$ cat src/rtl/cobus_pkg.sv
package cobus_pkg;
   localparam int CPU_AW = 24;
   localparam int CPU_DW = 16;

   typedef struct packed {
      logic req;
      logic rst;
      logic ram;
   } cobus_hit_t;
endpackage

$ cat src/rtl/cobus_decode.sv
module cobus_decode
   import cobus_pkg::*;
#(
   parameter logic [CPU_AW-1:0] REQ_ADDR = 24'hA11100,
   parameter logic [CPU_AW-1:0] RST_ADDR = 24'hA11200,
   parameter logic [CPU_AW-1:0] RAM_MASK = 24'hFF4000,
   parameter logic [CPU_AW-1:0] RAM_BASE = 24'hA00000
) (
   input  logic [CPU_AW-1:0] addr,
   input  logic              word,
   output cobus_hit_t        hit
);
   logic [CPU_AW-1:0] eff_addr;

   if (REQ_ADDR[0] != 1'b0) begin : g_chk_req
      $error("REQ_ADDR must be even");
   end
   if (RST_ADDR[0] != 1'b0) begin : g_chk_rst
      $error("RST_ADDR must be even");
   end
   if ((RAM_BASE & ~RAM_MASK) != '0) begin : g_chk_ram
      $error("RAM_BASE has bits outside RAM_MASK");
   end

   always_comb begin
      eff_addr = word ? {addr[CPU_AW-1:1], 1'b0} : addr;
      hit.req  = (eff_addr == REQ_ADDR);
      hit.rst  = (eff_addr == RST_ADDR);
      hit.ram  = ((addr & RAM_MASK) == RAM_BASE);
   end
endmodule

$ cat src/rtl/cobus_ctrl.sv
module cobus_ctrl #(
   parameter int ROT_W     = 8,
   parameter bit ROTATE_EN = 1'b1
) (
   input  logic       clk,
   input  logic       rst_n,
   input  logic       req_wr,
   input  logic       req_bit,
   input  logic       rst_wr,
   input  logic       rst_bit,
   input  logic       stat_rd,
   output logic       run_o,
   output logic       rst_o,
   output logic [7:0] rot_o
);
   if (ROT_W < 1 || ROT_W > 8) begin : g_chk_rot
      $error("ROT_W must lie in 1..8");
   end

   always_ff @(posedge clk or negedge rst_n) begin
      if (!rst_n) begin
         run_o <= 1'b0;
      end else if (req_wr) begin
         run_o <= ~req_bit;
      end
   end

   always_ff @(posedge clk or negedge rst_n) begin
      if (!rst_n) begin
         rst_o <= 1'b0;
      end else begin
         rst_o <= rst_wr & ~rst_bit & ~rst_o;
      end
   end

   if (ROTATE_EN) begin : g_rot
      logic [ROT_W-1:0] cnt_q;
      always_ff @(posedge clk or negedge rst_n) begin
         if (!rst_n) begin
            cnt_q <= '0;
         end else if (stat_rd) begin
            cnt_q <= cnt_q + 1'b1;
         end
      end
      assign rot_o = 8'(cnt_q);

      assert_cnt_step_R3: assert property (@(posedge clk) disable iff (!rst_n)
         stat_rd |=> (cnt_q == $past(cnt_q) + 1'b1));
      assert_cnt_hold_R3: assert property (@(posedge clk) disable iff (!rst_n)
         !stat_rd |=> $stable(cnt_q));
   end else begin : g_norot
      assign rot_o = 8'h00;
   end

   assert_run_track_R1: assert property (@(posedge clk) disable iff (!rst_n)
      req_wr |=> (run_o == !$past(req_bit)));
   assert_pulse_single_R4: assert property (@(posedge clk) disable iff (!rst_n)
      rst_o |=> !rst_o);
   assert_pulse_cause_R4: assert property (@(posedge clk) disable iff (!rst_n)
      !(rst_wr && !rst_bit) |=> !rst_o);
endmodule

$ cat src/rtl/cobus_ram_port.sv
module cobus_ram_port #(
   parameter int RAM_AW = 13
) (
   input  logic              clk,
   input  logic              rst_n,
   input  logic              run,
   input  logic              sel,
   input  logic              rd,
   input  logic              wr,
   input  logic              word,
   input  logic [RAM_AW-1:0] idx,
   input  logic [15:0]       wdata,
   input  logic [7:0]        ram_rdata,
   output logic [RAM_AW-1:0] ram_addr,
   output logic [7:0]        ram_wdata,
   output logic              ram_we,
   output logic              ram_re,
   output logic [15:0]       rd_word
);
   logic granted;

   if (RAM_AW < 2 || RAM_AW > 14) begin : g_chk_aw
      $error("RAM_AW must lie in 2..14");
   end

   always_comb begin
      granted   = sel & ~run;
      ram_addr  = word ? {idx[RAM_AW-1:1], 1'b0} : idx;
      ram_wdata = word ? wdata[15:8] : wdata[7:0];
      ram_we    = granted & wr;
      ram_re    = granted & rd;
      rd_word   = ram_re ? {ram_rdata, ram_rdata} : 16'h0000;
   end

   assert_we_halted_R6: assert property (@(posedge clk) disable iff (!rst_n)
      ram_we |-> !run);
   assert_run_zero_R6: assert property (@(posedge clk) disable iff (!rst_n)
      (rd && run) |-> (rd_word == 16'h0000));
endmodule

$ cat src/rtl/cobus_gate.sv
module cobus_gate
   import cobus_pkg::*;
#(
   parameter int RAM_AW    = 13,
   parameter int ROT_W     = 8,
   parameter bit ROTATE_EN = 1'b1
) (
   input  logic              clk,
   input  logic              rst_n,
   input  logic [23:0]       cpu_addr,
   input  logic [15:0]       cpu_wdata,
   input  logic              cpu_word,
   input  logic              cpu_rd,
   input  logic              cpu_wr,
   output logic [15:0]       cpu_rdata,
   output logic [RAM_AW-1:0] ram_addr,
   output logic [7:0]        ram_wdata,
   output logic              ram_we,
   output logic              ram_re,
   input  logic [7:0]        ram_rdata,
   output logic              cop_run,
   output logic              cop_rst
);
   cobus_hit_t  hit;
   logic        ctl_bit;
   logic [7:0]  rot;
   logic [15:0] ram_word;
   logic [15:0] stat_word;

   cobus_decode u_dec (
      .addr (cpu_addr),
      .word (cpu_word),
      .hit  (hit)
   );

   assign ctl_bit = cpu_word ? cpu_wdata[8] : cpu_wdata[0];

   cobus_ctrl #(.ROT_W(ROT_W), .ROTATE_EN(ROTATE_EN)) u_ctrl (
      .clk     (clk),
      .rst_n   (rst_n),
      .req_wr  (cpu_wr & hit.req),
      .req_bit (ctl_bit),
      .rst_wr  (cpu_wr & hit.rst),
      .rst_bit (ctl_bit),
      .stat_rd (cpu_rd & hit.req),
      .run_o   (cop_run),
      .rst_o   (cop_rst),
      .rot_o   (rot)
   );

   cobus_ram_port #(.RAM_AW(RAM_AW)) u_ram (
      .clk       (clk),
      .rst_n     (rst_n),
      .run       (cop_run),
      .sel       (hit.ram),
      .rd        (cpu_rd),
      .wr        (cpu_wr),
      .word      (cpu_word),
      .idx       (cpu_addr[RAM_AW-1:0]),
      .wdata     (cpu_wdata),
      .ram_rdata (ram_rdata),
      .ram_addr  (ram_addr),
      .ram_wdata (ram_wdata),
      .ram_we    (ram_we),
      .ram_re    (ram_re),
      .rd_word   (ram_word)
   );

   assign stat_word = {1'b1, 6'b000000, cop_run, rot};

   always_comb begin
      if (cpu_rd && hit.ram) begin
         cpu_rdata = ram_word;
      end else if (cpu_rd && hit.req) begin
         cpu_rdata = stat_word;
      end else begin
         cpu_rdata = 16'h0000;
      end
   end

   assert_status_fmt_R2: assert property (@(posedge clk) disable iff (!rst_n)
      (cpu_rd && hit.req) |-> (cpu_rdata[15] && cpu_rdata[14:9] == 6'd0
                               && cpu_rdata[8] == cop_run));
   assert_mirror_R7: assert property (@(posedge clk) disable iff (!rst_n)
      (cpu_rd && hit.ram) |-> (cpu_rdata[15:8] == cpu_rdata[7:0]));
   assert_reset_state_R9: assert property (@(posedge clk)
      !rst_n |=> (!cop_run && !cop_rst));
   assert_no_stray_R10: assert property (@(posedge clk) disable iff (!rst_n)
      (cpu_rd && !hit.ram && !hit.req) |-> (cpu_rdata == 16'h0000));
endmodule

$ cat config.mk
export PLATFORM = sky130hd
export DESIGN_NAME = cobus_gate
export DESIGN_NICKNAME = d
export VERILOG_FILES = /design/src/rtl/cobus_pkg.sv /design/src/rtl/cobus_decode.sv /design/src/rtl/cobus_ctrl.sv /design/src/rtl/cobus_ram_port.sv /design/src/rtl/cobus_gate.sv
export SDC_FILE = /design/constraint.sdc
export NUM_CORES = 1
export LEC_CHECK = 0
export ABC_CLOCK_PERIOD_IN_PS = 2000
export BUFFER_PORTS_ARGS = -buffer_cell sky130_fd_sc_hd__buf_4
export CAP_MARGIN = 40
export CORE_MARGIN = 2
export CORE_UTILIZATION = 36
export CTS_CLUSTER_DIAMETER = 30
export CTS_CLUSTER_SIZE = 20
export DETAILED_ROUTE_END_ITERATION = 10
export PLACE_DENSITY_LB_ADDON = 0.15
export SLEW_MARGIN = 20
export SYNTH_ARGS = -nofsm -noshare
export SYNTH_HDL_FRONTEND = slang
export SYNTH_SLANG_ARGS = --single-unit
$ cat constraint.sdc
create_clock -name clk -period 2 [get_ports clk]
set_input_delay 0 -clock clk [delete_from_list [all_inputs] [get_ports clk]]
set_output_delay 0 -clock clk [all_outputs]
set_load 0.005 [all_outputs]
==> Yosys cells after proc, flatten, opt, wreduce, memory -nomap -nowiden <==
Cells that the tools add are included.
{ "totals": {"output_inout_bits": 41, "elab_cells": 27, "input_bits": 53, "regBits": 10} }
{ "op_classes": {"eq_ne": 3, "n_reduce_logical": 2, "muxes": 7, "n_bitwise": 11, "n_addsub": 1} }
{ "op_table": {"columns": ["cell", "count"], "rows": [
  ["equality test 24 bit, second input constant", 2],
  ["2-to-1 mux 16 bit", 3],
  ["equality test 9 bit, second input constant", 1],
  ["adder 8 x 1 -> 8 bit, second input constant", 1],
  ["AND 1 bit", 8],
  ["2-to-1 mux 8 bit", 1],
  ["2-to-1 mux 1 bit", 3],
  ["inverter 1 bit", 3],
  ["logical AND 1 bit", 2]
]} }

==> Longest topological paths before layout <==
{ "depth": {"depth_word": 5, "mapped_depth": 7, "ltp_nobuf": 4} }

==> Modules after synthesis <==
A second synthesis with hierarchy kept.
{ "hier_totals": {"hier_cells": 112, "hier_area_um2": 1109.8} }
{ "modules_own_cells": {"columns": ["mod", "area_each_um2", "seq_area_each_um2", "cells_per_inst", "instances"], "rows": [
  ["cobus_ctrl", 409.1, 250.2, 31, 1],
  ["cobus_ram_port", 387.9, 0.0, 40, 1],
  ["cobus_gate", 216.5, 0.0, 26, 1],
  ["cobus_decode", 96.3, 0.0, 15, 1]
]} }

==> Least setup slack after synthesis <==
OpenSTA, ideal clock, no wires.
{ "synth_path": {"path_type": "input to register", "start": "input cpu_addr[2]", "end": "register u_ctrl.run_o", "path_buffers": 1, "setup_ns": 0.128, "required_ns": 1.872, "t_arrival_ns": 1.592, "cell_stages": 5, "slack_ns": 0.280, "path_cell_list": "or4_1 > or4_1 > buf_6 > nor4_2 > mux2_1"} }
{ "synth_between": {"elab_chain_len": 2} }
{ "synth_rtl": {"columns": ["element", "line", "text"], "rows": [
  ["start, declared", "cobus_gate.sv:10", "input logic [23:0] cpu_addr,"],
  ["equality test 24 bit", "cobus_decode.sv:27", "hit.req = (eff_addr == REQ_ADDR);"],
  ["AND 1 bit", "cobus_gate.sv:41", ".req_wr (cpu_wr & hit.req),"],
  ["end signal, assigned", "cobus_ctrl.sv:24", "run_o <= ~req_bit;"],
  ["end, declared", "cobus_ctrl.sv:12", "output logic run_o,"]
]} }
Every way passes these cells.
A chain may end at the register's enable or synchronous reset.

==> Final worst setup path <==
{ "layout_path": {"start": "input cpu_addr[2]", "end": "output cpu_rdata[2]"} }
{ "layout_between": {"elab_chain_len": 4} }
{ "layout_rtl": {"columns": ["element", "line", "text"], "rows": [
  ["equality test 24 bit", "cobus_decode.sv:27", null],
  ["logical AND 1 bit", "cobus_gate.sv:74", "end else if (cpu_rd && hit.req) begin"],
  ["2-to-1 mux 16 bit", "cobus_gate.sv:74", null],
  ["2-to-1 mux 16 bit", "cobus_gate.sv:72", "if (cpu_rd && hit.ram) begin"],
  ["end, declared", "cobus_gate.sv:15", "output logic [15:0] cpu_rdata,"]
]} }
Every way passes these cells.

==> key figures <==
Run status
  – Status: completed

Global routing
  – Initial antenna violation count: 0
  – Largest net degree at the start of global routing: 18
  – Global route overflow: 0
  – GRT Util Overall: 17.3%
  – First-pass GRT wire length: around 4400 um
  – Vias in the first global route: ~1.0k

Detailed routing
  – Initial DRC count: 14
  – WL final: 2740 um
  – DRT Pass-1 Iters: 4
  – # DRC: 0
  – Max Used Layer: met4
  – Via count: roughly 1.1k
  – Met3 WL: 274 um
  – Met1 wire length: approximately 1100 um
  – Average wire per standard cell: roughly 13 um
  – DRT antenna net count: 0
  – Via density: 5.01
  – Met2 Wirelength: roughly 1400 um

Worst setup path
  – CP bufs+invs: 3
  – WP data arrival: 1.82 ns
  – CP max FO: 11
  – Crit path required time: 2.00 ns
  – Crit path top cell by count: buf_4
  – CP max stage cell: or4_1
  – CP Launch Type: primary input
  – Origin of the worst setup path: cpu_addr[2]
  – Worst path max stage delay: 0.54 ns
  – CP Capture Type: primary output
  – Crit-path cells: buf_4 -> or4_1 -> or4_1 -> nor3_2 -> buf_4 -> a22o_1 -> buf_4
  – CP delay by family, top: simple AND/OR/NAND/NOR gates
  – Crit Path Class: in -> out
  – Worst R2R Start: u_ctrl.rot_o[0]

Power
  – VDD IR max: between 0.2 and 0.3 mV
  – Pwr Total: 551 uW
  – PwrDens: roughly 330 mW/mm2
  – Static leakage: ~0.0009 uW

STA
  – Worst Hold Slack: between 0.01 and 0.015 ns
  – Final-report setup violation count: 0
  – Setup Skew: approximately 0.0016 ns
  – Fin crit period: approximately 1.8 ns
  – Endpoints failing hold: 0
  – Slew HR: a little over 70%
  – Final period util: around nine tenths
  – Worst-margin pin slew: a little over 0.4 ns
  – RSZ-0062 raised after global routing: false
  – Slew Limit Fails: 0
  – Final TNS setup: 0 ns
  – Peak Freq: ~550 MHz

Clock network
  – TritonCTS Sinks: 10
  – CTS Buffer Depth: 2
  – Root buffer cell: clkbuf_4
  – H-tree level count: 1
  – Setup bufs post-CTS: 0
  – CTS tree: yes
  – Worst-skew pair later-pin latency: between 0.2 and 0.3 ns
  – Inserted Clock Buffers: 3
  – CTS clock-pin slew for the worst setup and hold paths: roughly 0.07 ns

Run
  – Max_cap viols: 0

Floorplanning
  – Num rows: 18
  – Initial Util: approximately two fifths
  – Die width: 55.7 um
  – Die height: 55.7 um
  – DIE AREA: ~0.0031 mm2
  – Top Ports: 94
  – Core Footprint: between 0.002 and 0.0025 mm2

Synth
  – Share of the synthesized area in the top cell type: approximately 26%
  – Post-synthesis sequential area ratio: about a quarter
  – Synth Flop Type: dfrtp_1
  – FFs w/ async S/R, synth: between 90% and 100%
  – Leading area contributor after synthesis: dfrtp_1
  – Top cells by area, synth: dfrtp_1 26%, buf_4 10%, a22o_1 8.2%
  – Post-Syn Area: a little under 0.001 mm2
  – Register bit total from synthesis: 10
  – Post-Syn Nets: ~150
  – EDFF count, synth: 0
  – Syn avg cell area: between 9 and 10 um2
  – Synthesized instance count: 99
  – Synth cell types: 31
  – Synth Warn #: 0

Layout
  – Share of layout cells above drive strength 1: between 60% and 70%
  – Nets: 239
  – Final std cells w/o fill: 214
  – Antenna cells: 0
  – Design Area, Final: 0.00165 mm2
  – Area Overhead vs Synth: 70.9%

Place
  – Gpl congestion: around 0.78
  – Placed Instance Area: approximately 0.0016 mm2
  – Port Buffer Count: 93
  – Inst Count DP: 209
  – Detailed Place HPWL: ~2400 um

Hold path
  – Hold Path Class: in -> reg
  – HP Start: cpu_wr
## state kept, by name, indices dropped and copies added, names as in the netlist
signal,cells
u_ctrl.rst_o,1
u_ctrl.rot_o,8
u_ctrl.run_o,1
## routing by layer
metal,global-route usage [%],up-vias
met5,0,-
met4,4.18,0
met3,4.88,2
met2,31.8,56
met1,19.6,483
li1,-,532
## final timing paths
kind                                   end  slack, ns  depth (start not counted)
max                           cpu_rdata[2]       0.18                          7
min reg2reg                u_ctrl.rot_o[7]       0.48                          1
max reg2reg                u_ctrl.rot_o[2]       0.67                          4
min in group asynchronous  u_ctrl.rot_o[2]       0.09                          2
min                           u_ctrl.rst_o       0.01                          2
max in group asynchronous  u_ctrl.rot_o[5]       1.77                          2
## worst reg2reg max path, delay by kind of cell (launching register included)
family / cells / cell delay (ns)
XOR/XNOR: 1 / 0.18
AND/OR/NAND/NOR: 1 / 0.28
adder cells (fa/ha/maj): 1 / 0.24
flip-flops: 1 / 0.49
buffers and inverters: 1 / 0.06
## synth_stat cells, types with 2 or more instances
master	number
nor4_1	8
nor4_2	2
nor4b_1	2
and3_1	2
buf_6	2
nor2_1	2
xor2_1	6
buf_4	13
dfrtp_1	10
nor2b_1	2
and2_1	6
a22o_1	9
nand2_1	2
mux2_1	2
mux2_2	7
or4_1	3
nand3_1	6
inv_1	2
## through the flow
| step | util (%) | worst slack, ns |
|---|---|---|
| after floorplan | - | 0.280 |
| after global placement | 64.0 | 0.119 |
| after detailed placement | 64.0 | 0.00890 |
| after CTS | 65.9 | 0.164 |
| after global routing | 65.9 | 0.101 |
| final | 65.9 | 0.177 |
## repair_timing
| action | in CTS | in global routing |
|---|---|---|
| gates resized for setup | 0 | 0 |
| hold buffers | 1 | 0 |
| endpoints found under the hold margin | 10 | 0 |
## where the power goes
group | switching (uW) | internal [uW]
Sequential | 0.000376 | 202
Clock | 74.2 | 111
Combinational | 50.6 | 113
Total | 125 | 426
## kinds of logic (layout without fill, tap and decap cells)
logic type                 count (synthesis)  count (layout)  share of synthesized area [%]
and+or+nand+nor                           42              42                           30.9
buffers and inverters                     19             104                           14.2
AOI/OAI and AO/OA                         10              10                           8.96
muxes                                     10              10                           11.6
DFF                                       10              10                           26.0
xor gates and xnor gates                   7               7                           7.14
adders and majority gates                  1               1                           1.30
## area by class of cell
cell class                      instances  area [um2]
Multi-Input combinational cell         70         577
Inverter                                2        7.51
Clock buffer                            4        36.3
Timing Repair Buffer                   98         738
Tap cell                               30        37.5
Sequential cell                        10         250
Fill cell                             206         853
## placed cells by master (no fill, tap or decap), types with 3 or more instances in the layout
cell type  synthesis  final
buf_4             13     97
dfrtp_1           10     10
a22o_1             9      9
nor4_1             8      8
mux2_2             7      7
and2_1             6      6
nand3_1            6      6
xor2_1             6      6
or4_1              3      3
clkbuf_4           0      3
Power figures use the tool's default switching activity.
